### config.mk
export PLATFORM = sky130hd
export DESIGN_NAME = pci_hc_ctl
export DESIGN_NICKNAME = d
export VERILOG_FILES = /design/src/rtl/pci_hc_pkg.sv /design/src/rtl/hc_rst_sync.sv /design/src/rtl/hc_chan.sv /design/src/rtl/hc_sticky.sv /design/src/rtl/pci_hc_ctl.sv
export SDC_FILE = /design/constraint.sdc
export NUM_CORES = 1
export LEC_CHECK = 0
export BUFFER_PORTS_ARGS = -buffer_cell sky130_fd_sc_hd__buf_4
export CELL_PAD_IN_SITES_DETAIL_PLACEMENT = 1
export CELL_PAD_IN_SITES_GLOBAL_PLACEMENT = 2
export CORE_UTILIZATION = 37
export CTS_CLUSTER_DIAMETER = 80
export DETAILED_ROUTE_END_ITERATION = 10
export PLACE_DENSITY = 0.9
export SLEW_MARGIN = 20
export SYNTH_ARGS = -nofsm -noshare
export SYNTH_HDL_FRONTEND = slang
export SYNTH_SLANG_ARGS = --single-unit
### constraint.sdc
create_clock -name clk -period 8.45 [get_ports clk]
set_clock_uncertainty 0.05 [all_clocks]
set_input_delay 0.845 -clock clk [delete_from_list [all_inputs] [get_ports clk]]
set_output_delay 0.845 -clock clk [all_outputs]
set_load 0.005 [all_outputs]
### src/rtl/pci_hc_pkg.sv
package pci_hc_pkg;

  localparam int unsigned OFS_W   = 3;
  localparam int unsigned N_CH    = 2;
  localparam int unsigned CH_CFG  = 0;
  localparam int unsigned CH_IO   = 1;

  localparam int unsigned CTL_W      = 6;
  localparam int unsigned CTL_BE_W   = 4;
  localparam int unsigned CTL_DIR    = 4;
  localparam int unsigned CTL_IE     = 5;

  localparam int unsigned ERR_N      = 2;
  localparam int unsigned ST_ERR_LO  = 2 * N_CH;

  typedef enum logic [OFS_W-1:0] {
    OFS_CFG_ADDR = 3'd0,
    OFS_CFG_DATA = 3'd1,
    OFS_CFG_CTL  = 3'd2,
    OFS_IO_ADDR  = 3'd3,
    OFS_IO_DATA  = 3'd4,
    OFS_IO_CTL   = 3'd5,
    OFS_STATUS   = 3'd6,
    OFS_NONE     = 3'd7
  } reg_ofs_e;

  typedef enum logic [1:0] { KIND_ADDR = 2'd0, KIND_DATA = 2'd1, KIND_CTL = 2'd2 } reg_kind_e;

  function automatic logic [OFS_W-1:0] ch_ofs(input int unsigned ch, input reg_kind_e kind);
    return OFS_W'(ch * 3 + int'(kind));
  endfunction

endpackage

### src/rtl/hc_rst_sync.sv
module hc_rst_sync #(
  parameter int unsigned STAGES = 2
) (
  input  logic clk,
  input  logic rst_n,
  output logic rst_q_n
);

  logic [STAGES-1:0] sync_q;
  logic [STAGES-1:0] sync_d;

  always_comb begin
    sync_d = {sync_q[STAGES-2:0], 1'b1};
  end

  always_ff @(posedge clk or negedge rst_n) begin
    if (!rst_n) begin
      sync_q <= '0;
    end else begin
      sync_q <= sync_d;
    end
  end

  assign rst_q_n = sync_q[STAGES-1];

endmodule

### src/rtl/hc_chan.sv
module hc_chan #(
  parameter int unsigned DW  = 32,
  parameter int unsigned CW  = 6,
  parameter int unsigned DIR = 4
) (
  input  logic          clk,
  input  logic          rst_n,
  input  logic          ld_addr,
  input  logic          ld_data,
  input  logic          launch,
  input  logic          done_clr,
  input  logic          cyc_end,
  input  logic [DW-1:0] wr_val,
  input  logic [DW-1:0] rdata,
  output logic [DW-1:0] addr_q,
  output logic [DW-1:0] data_q,
  output logic [CW-1:0] ctl_q,
  output logic          busy_q,
  output logic          done_q
);

  logic [DW-1:0] addr_d, data_d;
  logic [CW-1:0] ctl_d;
  logic          busy_d, done_d;
  logic          addr_en, data_en, ctl_en, flag_en;
  logic          capture;

  always_comb begin
    capture = cyc_end & ctl_q[DIR];
    addr_en = ld_addr;
    data_en = ld_data | capture;
    ctl_en  = launch;
    flag_en = launch | cyc_end | done_clr;

    addr_d  = wr_val;
    data_d  = capture ? rdata : wr_val;
    ctl_d   = wr_val[CW-1:0];

    busy_d  = busy_q;
    done_d  = done_q;
    if (done_clr) done_d = 1'b0;
    if (launch)   busy_d = 1'b1;
    if (cyc_end) begin
      busy_d = 1'b0;
      done_d = 1'b1;
    end
  end

  always_ff @(posedge clk or negedge rst_n) begin
    if (!rst_n) begin
      addr_q <= '0;
      data_q <= '0;
      ctl_q  <= '0;
      busy_q <= 1'b0;
      done_q <= 1'b0;
    end else begin
      if (addr_en) addr_q <= addr_d;
      if (data_en) data_q <= data_d;
      if (ctl_en)  ctl_q  <= ctl_d;
      if (flag_en) begin
        busy_q <= busy_d;
        done_q <= done_d;
      end
    end
  end

endmodule

### src/rtl/hc_sticky.sv
module hc_sticky #(
  parameter int unsigned N = 2
) (
  input  logic         clk,
  input  logic         rst_n,
  input  logic [N-1:0] set,
  input  logic [N-1:0] clr,
  output logic [N-1:0] flag_q
);

  logic [N-1:0] flag_d;
  logic         flag_en;

  always_comb begin
    flag_d  = (flag_q & ~clr) | set;
    flag_en = |(set | clr);
  end

  always_ff @(posedge clk or negedge rst_n) begin
    if (!rst_n) begin
      flag_q <= '0;
    end else if (flag_en) begin
      flag_q <= flag_d;
    end
  end

endmodule

### src/rtl/pci_hc_ctl.sv
module pci_hc_ctl
  import pci_hc_pkg::*;
#(
  parameter int unsigned DW      = 32,
  parameter int unsigned DSEL_LO = 11,
  parameter int unsigned DSEL_W  = 21
) (
  input  logic             clk,
  input  logic             rst_n,
  input  logic             reg_wr,
  input  logic [OFS_W-1:0] reg_wr_ofs,
  input  logic [DW-1:0]    reg_wr_val,
  input  logic [OFS_W-1:0] reg_rd_ofs,
  output logic [DW-1:0]    reg_rd_val,
  output logic             bus_req,
  output logic             bus_is_io,
  output logic [DW-1:0]    bus_addr,
  output logic [3:0]       bus_cbe_n,
  output logic             bus_rd,
  output logic [DW-1:0]    bus_wdata,
  input  logic             bus_ack,
  input  logic [DW-1:0]    bus_rdata,
  output logic             irq
);

  localparam int unsigned DSEL_HI = DSEL_LO + DSEL_W - 1;
  localparam int unsigned CNT_W   = $clog2(DSEL_W + 1);
  localparam int unsigned ST_W    = ST_ERR_LO + ERR_N;

  logic                rst_q_n;
  logic [DW-1:0]       ch_addr [N_CH];
  logic [DW-1:0]       ch_data [N_CH];
  logic [CTL_W-1:0]    ch_ctl  [N_CH];
  logic [N_CH-1:0]     ch_busy;
  logic [N_CH-1:0]     ch_done;
  logic [N_CH-1:0]     ctl_wr;
  logic [N_CH-1:0]     launch;
  logic [N_CH-1:0]     cyc_end;
  logic [N_CH-1:0]     done_clr;
  logic [N_CH-1:0]     irq_src;
  logic [ERR_N-1:0]    err_set, err_clr, err_q;
  logic                any_busy;
  logic                st_wr;
  logic [CNT_W-1:0]    dsel_cnt;
  logic                dsel_bad;
  logic [ST_W-1:0]     status;
  logic                sel;

  hc_rst_sync #(.STAGES(2)) u_rst (
    .clk     (clk),
    .rst_n   (rst_n),
    .rst_q_n (rst_q_n)
  );

  assign any_busy = |ch_busy;
  assign st_wr    = reg_wr && (reg_wr_ofs == OFS_STATUS);

  for (genvar c = 0; c < N_CH; c++) begin : g_ch
    assign ctl_wr[c]   = reg_wr && (reg_wr_ofs == ch_ofs(c, KIND_CTL));
    assign launch[c]   = ctl_wr[c] && !any_busy;
    assign cyc_end[c]  = bus_ack && ch_busy[c];
    assign done_clr[c] = st_wr && reg_wr_val[2*c+1];
    assign irq_src[c]  = ch_done[c] && ch_ctl[c][CTL_IE];
    assign status[2*c]   = ch_busy[c];
    assign status[2*c+1] = ch_done[c];

    hc_chan #(.DW(DW), .CW(CTL_W), .DIR(CTL_DIR)) u_chan (
      .clk      (clk),
      .rst_n    (rst_q_n),
      .ld_addr  (reg_wr && (reg_wr_ofs == ch_ofs(c, KIND_ADDR))),
      .ld_data  (reg_wr && (reg_wr_ofs == ch_ofs(c, KIND_DATA))),
      .launch   (launch[c]),
      .done_clr (done_clr[c]),
      .cyc_end  (cyc_end[c]),
      .wr_val   (reg_wr_val),
      .rdata    (bus_rdata),
      .addr_q   (ch_addr[c]),
      .data_q   (ch_data[c]),
      .ctl_q    (ch_ctl[c]),
      .busy_q   (ch_busy[c]),
      .done_q   (ch_done[c])
    );
  end

  always_comb begin
    dsel_cnt = '0;
    for (int b = DSEL_LO; b <= DSEL_HI; b++) begin
      dsel_cnt = dsel_cnt + CNT_W'(ch_addr[CH_CFG][b]);
    end
    dsel_bad = launch[CH_CFG] && (dsel_cnt != CNT_W'(1));
  end

  always_comb begin
    err_set = {dsel_bad, (|ctl_wr) && any_busy};
    err_clr = st_wr ? reg_wr_val[ST_ERR_LO +: ERR_N] : '0;
  end

  hc_sticky #(.N(ERR_N)) u_err (
    .clk    (clk),
    .rst_n  (rst_q_n),
    .set    (err_set),
    .clr    (err_clr),
    .flag_q (err_q)
  );

  assign status[ST_ERR_LO +: ERR_N] = err_q;

  always_comb begin
    sel       = ch_busy[CH_IO];
    bus_req   = any_busy;
    bus_is_io = ch_busy[CH_IO];
    bus_addr  = '0;
    bus_wdata = '0;
    bus_rd    = 1'b0;
    bus_cbe_n = '1;
    if (any_busy) begin
      bus_addr  = ch_addr[sel];
      bus_wdata = ch_data[sel];
      bus_rd    = ch_ctl[sel][CTL_DIR];
      bus_cbe_n = ch_ctl[sel][CTL_BE_W-1:0];
    end
    irq = |irq_src;
  end

  always_comb begin
    reg_rd_val = '0;
    case (reg_rd_ofs)
      OFS_CFG_ADDR: reg_rd_val = ch_addr[CH_CFG];
      OFS_CFG_DATA: reg_rd_val = ch_data[CH_CFG];
      OFS_CFG_CTL:  reg_rd_val = DW'(ch_ctl[CH_CFG]);
      OFS_IO_ADDR:  reg_rd_val = ch_addr[CH_IO];
      OFS_IO_DATA:  reg_rd_val = ch_data[CH_IO];
      OFS_IO_CTL:   reg_rd_val = DW'(ch_ctl[CH_IO]);
      OFS_STATUS:   reg_rd_val = DW'(status);
      default:      reg_rd_val = '0;
    endcase
  end

endmodule

==> run_summary.xml <==
<?xml version="1.0" encoding="UTF-8"?>
<metrics>
  <group name="sta">
    <metric name="setup_repair_after_global_routing_missed_its_margin" unit="">no</metric>
    <metric name="final-setup-viol-count" unit="">0</metric>
    <metric name="worst_slew_pin_slew" unit="ns">0.991</metric>
    <metric name="finalHoldViolations" unit="">0</metric>
    <metric name="timing.final.crit_share" unit="%">60.4</metric>
    <metric name="setup_tns" unit="ns">0</metric>
    <metric name="report.final.slew_viol_count" unit="">0</metric>
    <metric name="final.min_clock_period" unit="ns">5.10</metric>
    <metric name="maxClockFrequency" unit="GHz">0.196</metric>
    <metric name="slew_headroom" unit="%">34.0</metric>
  </group>
  <group name="setup_path">
    <metric name="cp-end-kind" unit="">flip-flop</metric>
    <metric name="startpoint_type" unit="">flip-flop</metric>
    <metric name="critPathKind" unit="">flip-flop to flip-flop</metric>
    <metric name="critical_path_peak_fanout" unit="">4</metric>
    <metric name="worstPathArrival" unit="ns">5.34</metric>
    <metric name="critPathRequiredTime" unit="ns">8.69</metric>
  </group>
  <group name="routing">
    <metric name="post_drt_via_cell_ratio" unit="">5.54</metric>
    <metric name="remaining_drc_errors" unit="">0</metric>
    <metric name="drt_iter0_drc" unit="">318</metric>
    <metric name="avgRoutedWirePerCell" unit="um">21.7</metric>
    <metric name="route.antenna.remaining_nets" unit="">0</metric>
    <metric name="route.vias.total" unit="">7275</metric>
    <metric name="drt_wl_total" unit="um">28500</metric>
    <metric name="detail_route.first_pass.iterations" unit="">4</metric>
  </group>
  <group name="final_layout">
    <metric name="flow.area_growth_from_synthesis" unit="%">25.0</metric>
    <metric name="antennaDiodeCount" unit="">0</metric>
    <metric name="drive_gt1_share" unit="%">29.9</metric>
    <metric name="layout.nets" unit="">1111</metric>
    <metric name="final_util" unit="%">47.3</metric>
  </group>
  <group name="cts">
    <metric name="numClockSinks" unit="">148</metric>
    <metric name="clock_tree.buffer_depth" unit="">2</metric>
    <metric name="tritoncts" unit="">done</metric>
    <metric name="cts_htree_levels" unit="">4</metric>
    <metric name="total_clock_buffers_created_by_cts" unit="">17</metric>
    <metric name="resize_count_post_cts" unit="">0</metric>
    <metric name="insertion_delay" unit="ns">0.43</metric>
    <metric name="cts-hold-fix-buffers" unit="">0</metric>
    <metric name="cts_root_buf" unit="">clkbuf_16</metric>
    <metric name="cts_post_setup_buffers_inserted" unit="">0</metric>
    <metric name="clkTransAtPathRegs" unit="ns">0.06</metric>
  </group>
  <group name="run_status">
    <metric name="result_of_the_run" unit="">finished, final reports clean</metric>
  </group>
  <group name="pwr">
    <metric name="clock_power_share" unit="%">27.5</metric>
    <metric name="worst_ir_drop_on_vdd" unit="uV">146</metric>
    <metric name="p_int" unit="mW">1.95</metric>
    <metric name="switch_pwr" unit="mW">1.04</metric>
    <metric name="netSwitchingFraction" unit="%">34.8</metric>
    <metric name="power.combinational.fraction" unit="%">36.1</metric>
    <metric name="power.share.sequential" unit="%">36.5</metric>
    <metric name="static-leakage-power" unit="nW">4.67</metric>
    <metric name="power.density_cell_area" unit="nW/um2">279</metric>
  </group>
  <group name="grt">
    <metric name="globalRoute.totalOverflow" unit="">0</metric>
    <metric name="global_route.usage.total" unit="%">24.9</metric>
    <metric name="antenna_violations_before_repair" unit="">0</metric>
    <metric name="busiest_layer" unit="">met2</metric>
    <metric name="largest_net_degree_at_the_start_of_global_routing" unit="">76</metric>
    <metric name="first_global_vias" unit="">7838</metric>
    <metric name="met2_usage_grt" unit="%">40.7</metric>
    <metric name="grtUsageMet1" unit="%">34.2</metric>
    <metric name="grt_first_pass_wirelength" unit="um">45500</metric>
    <metric name="groute.layer.met3.usage" unit="%">3.47</metric>
  </group>
  <group name="logic_synthesis">
    <metric name="async_reset_ff_share" unit="%">100</metric>
    <metric name="seq_area_frac_synth" unit="%">43.2</metric>
    <metric name="synth_enable_flop_cells" unit="">0</metric>
    <metric name="syn_avg_cell_area" unit="um2">9.84</metric>
    <metric name="ys_dominant_reg_cell" unit="">dfrtp_1</metric>
    <metric name="post_synth_inst_count" unit="">872</metric>
    <metric name="synthDistinctLibCells" unit="">41</metric>
    <metric name="postSynthRegisterBits" unit="">148</metric>
    <metric name="synth.cell_area" unit="um2">8580</metric>
    <metric name="yosysWarningCount" unit="">0</metric>
    <metric name="synthesis.nets" unit="">967</metric>
  </group>
  <group name="run">
    <metric name="max_cap_violations" unit="">0</metric>
  </group>
  <group name="placement">
    <metric name="final_hpwl_dp" unit="um">18000</metric>
    <metric name="gp_congestion" unit="">0.807</metric>
    <metric name="count_of_input_and_output_buffers" unit="">177</metric>
  </group>
  <group name="floorplanning">
    <metric name="placement_rows" unit="">55</metric>
    <metric name="die_area" unit="um2">23800</metric>
    <metric name="fp.dieW" unit="um">154</metric>
    <metric name="io_pins" unit="">178</metric>
    <metric name="core-area" unit="um2">22700</metric>
    <metric name="die_height" unit="um">154</metric>
    <metric name="effective_utilization_at_floorplan" unit="%">37.8</metric>
  </group>
  <group name="worst_hold_path">
    <metric name="holdCritPathClass" unit="">input port to async pin</metric>
  </group>
</metrics>
-- critical path: stages, from the launching register on --
cell and delay [ns]:
dfrtp_1 0.43, fa_1 0.54, inv_1 0.05, fa_1 0.49, inv_1 0.06, fa_1 0.46, fa_1 0.50, inv_1 0.05
fa_1 0.45, fa_1 0.40, inv_1 0.10, fa_1 0.38, or4b_2 0.63, nor3_1 0.25, o21ai_0 0.13
-- final timing paths --
kind	startpoint	endpoint	slack, ns	cells past startpoint
max	g_ch[0].u_chan.addr_q[22]	u_err.flag_q[1]	3.35	14
min	rst_n	u_rst.sync_q[0]	0.14	1
max reg2reg	g_ch[0].u_chan.addr_q[22]	u_err.flag_q[1]	3.35	14
min reg2reg	u_rst.sync_q[1]	g_ch[0].u_chan.addr_q[7]	0.19	0
max in group asynchronous	u_rst.sync_q[1]	g_ch[1].u_chan.data_q[27]	6.85	1
min in group clk	u_rst.sync_q[0]	u_rst.sync_q[1]	0.31	0
-- metrics by stage --
step / power (mW) / setup WS [ns] / instance area [um2] / std cells / hold WS (ns)
after floorplan: 1.78 / 3.68 / 8580 / 872 / 0.281
after global placement: 2.10 / 3.56 / 10100 / 1281 / 0.287
after detailed placement: 2.18 / 3.36 / 10100 / 1281 / 0.299
after CTS: 3.01 / 3.35 / 10700 / 1313 / 0.126
after global routing: 3.22 / 3.16 / 10700 / 1314 / 0.129
final: 2.99 / 3.35 / 10700 / 1314 / 0.140
-- synthesized netlist by cell type, drive strengths merged, types with 5 or more instances --
library cell	number	area (um2)
a21oi	31	155
a22o	41	359
buf	27	171
clkbuf	39	148
dfrtp	148	3700
fa	15	300
ha	6	75.1
inv	29	109
mux2	72	811
mux2i	98	981
mux4	5	113
nand2	162	608
nor2	33	131
nor2b	8	50.1
o21ai	132	661
-- per-layer routing --
layer	vias up	share of wire, %
li1	3313	-
met1	3711	46
met2	217	48
met3	34	4.4
met4	0	1.6
met5	-	0
-- cell type report --
cell class,count,area (um2)
Fill cell,2613,12000
Multi-Input combinational cell,629,4470
Sequential cell,148,3710
Timing Repair Buffer,191,1450
Clock buffer,20,447
Tap cell,285,357
Clock inverter,12,179
Inverter,29,109
-- registers in the layout, indices dropped and copies added (netlist names) --
register	count
g_ch.u_chan.busy_q	2
g_ch.u_chan.done_q	2
g_ch.u_chan.addr_q	64
g_ch.u_chan.data_q	64
u_err.flag_q	2
g_ch.u_chan.ctl_q	12
u_rst.sync_q	2
-- cells in the final DEF (no fill, tap or decap), types with 3 or more instances in the layout --
| master | n |
|---|---|
| buf_4 | 190 |
| nand2_1 | 162 |
| dfrtp_1 | 146 |
| mux2i_1 | 98 |
| o21ai_0 | 72 |
| mux2_2 | 69 |
| o21ai_1 | 60 |
| a22o_1 | 41 |
| nor2_1 | 31 |
| a21oi_1 | 31 |
| inv_1 | 29 |
| clkbuf_16 | 17 |
| fa_1 | 15 |
| nor2b_1 | 7 |
| ha_1 | 6 |
| mux4_2 | 5 |
| nand2b_1 | 4 |
| bufinv_16 | 4 |
| o31ai_1 | 3 |
| nor3_4 | 3 |
| mux2_1 | 3 |
| clkinvlp_4 | 3 |
-- cell families (layout without fill, tap and decap cells) --
| kind of cell | Yosys count | after routing | share of synthesized area [%] |
|---|---|---|---|
| other | 1 | 1 | 0.0437 |
| AO/OA/AOI/OAI | 211 | 211 | 14.3 |
| buffers and inverters | 95 | 252 | 4.99 |
| flip-flops | 148 | 148 | 43.2 |
| adder cells (fa/ha/maj) | 21 | 21 | 4.37 |
| multiplexers | 175 | 175 | 22.2 |
| AND/OR/NAND/NOR | 221 | 221 | 10.9 |
-- power groups by stage --
stage,clock network [mW],registers (mW),logic [mW]
after floorplan,0,1.04,0.732
after global placement,0,1.10,1.00
after detailed placement,0,1.11,1.07
after CTS,0.832,1.09,1.08
after global routing,0.858,1.12,1.24
final,0.820,1.09,1.08
(Power assumes the default switching activity.)
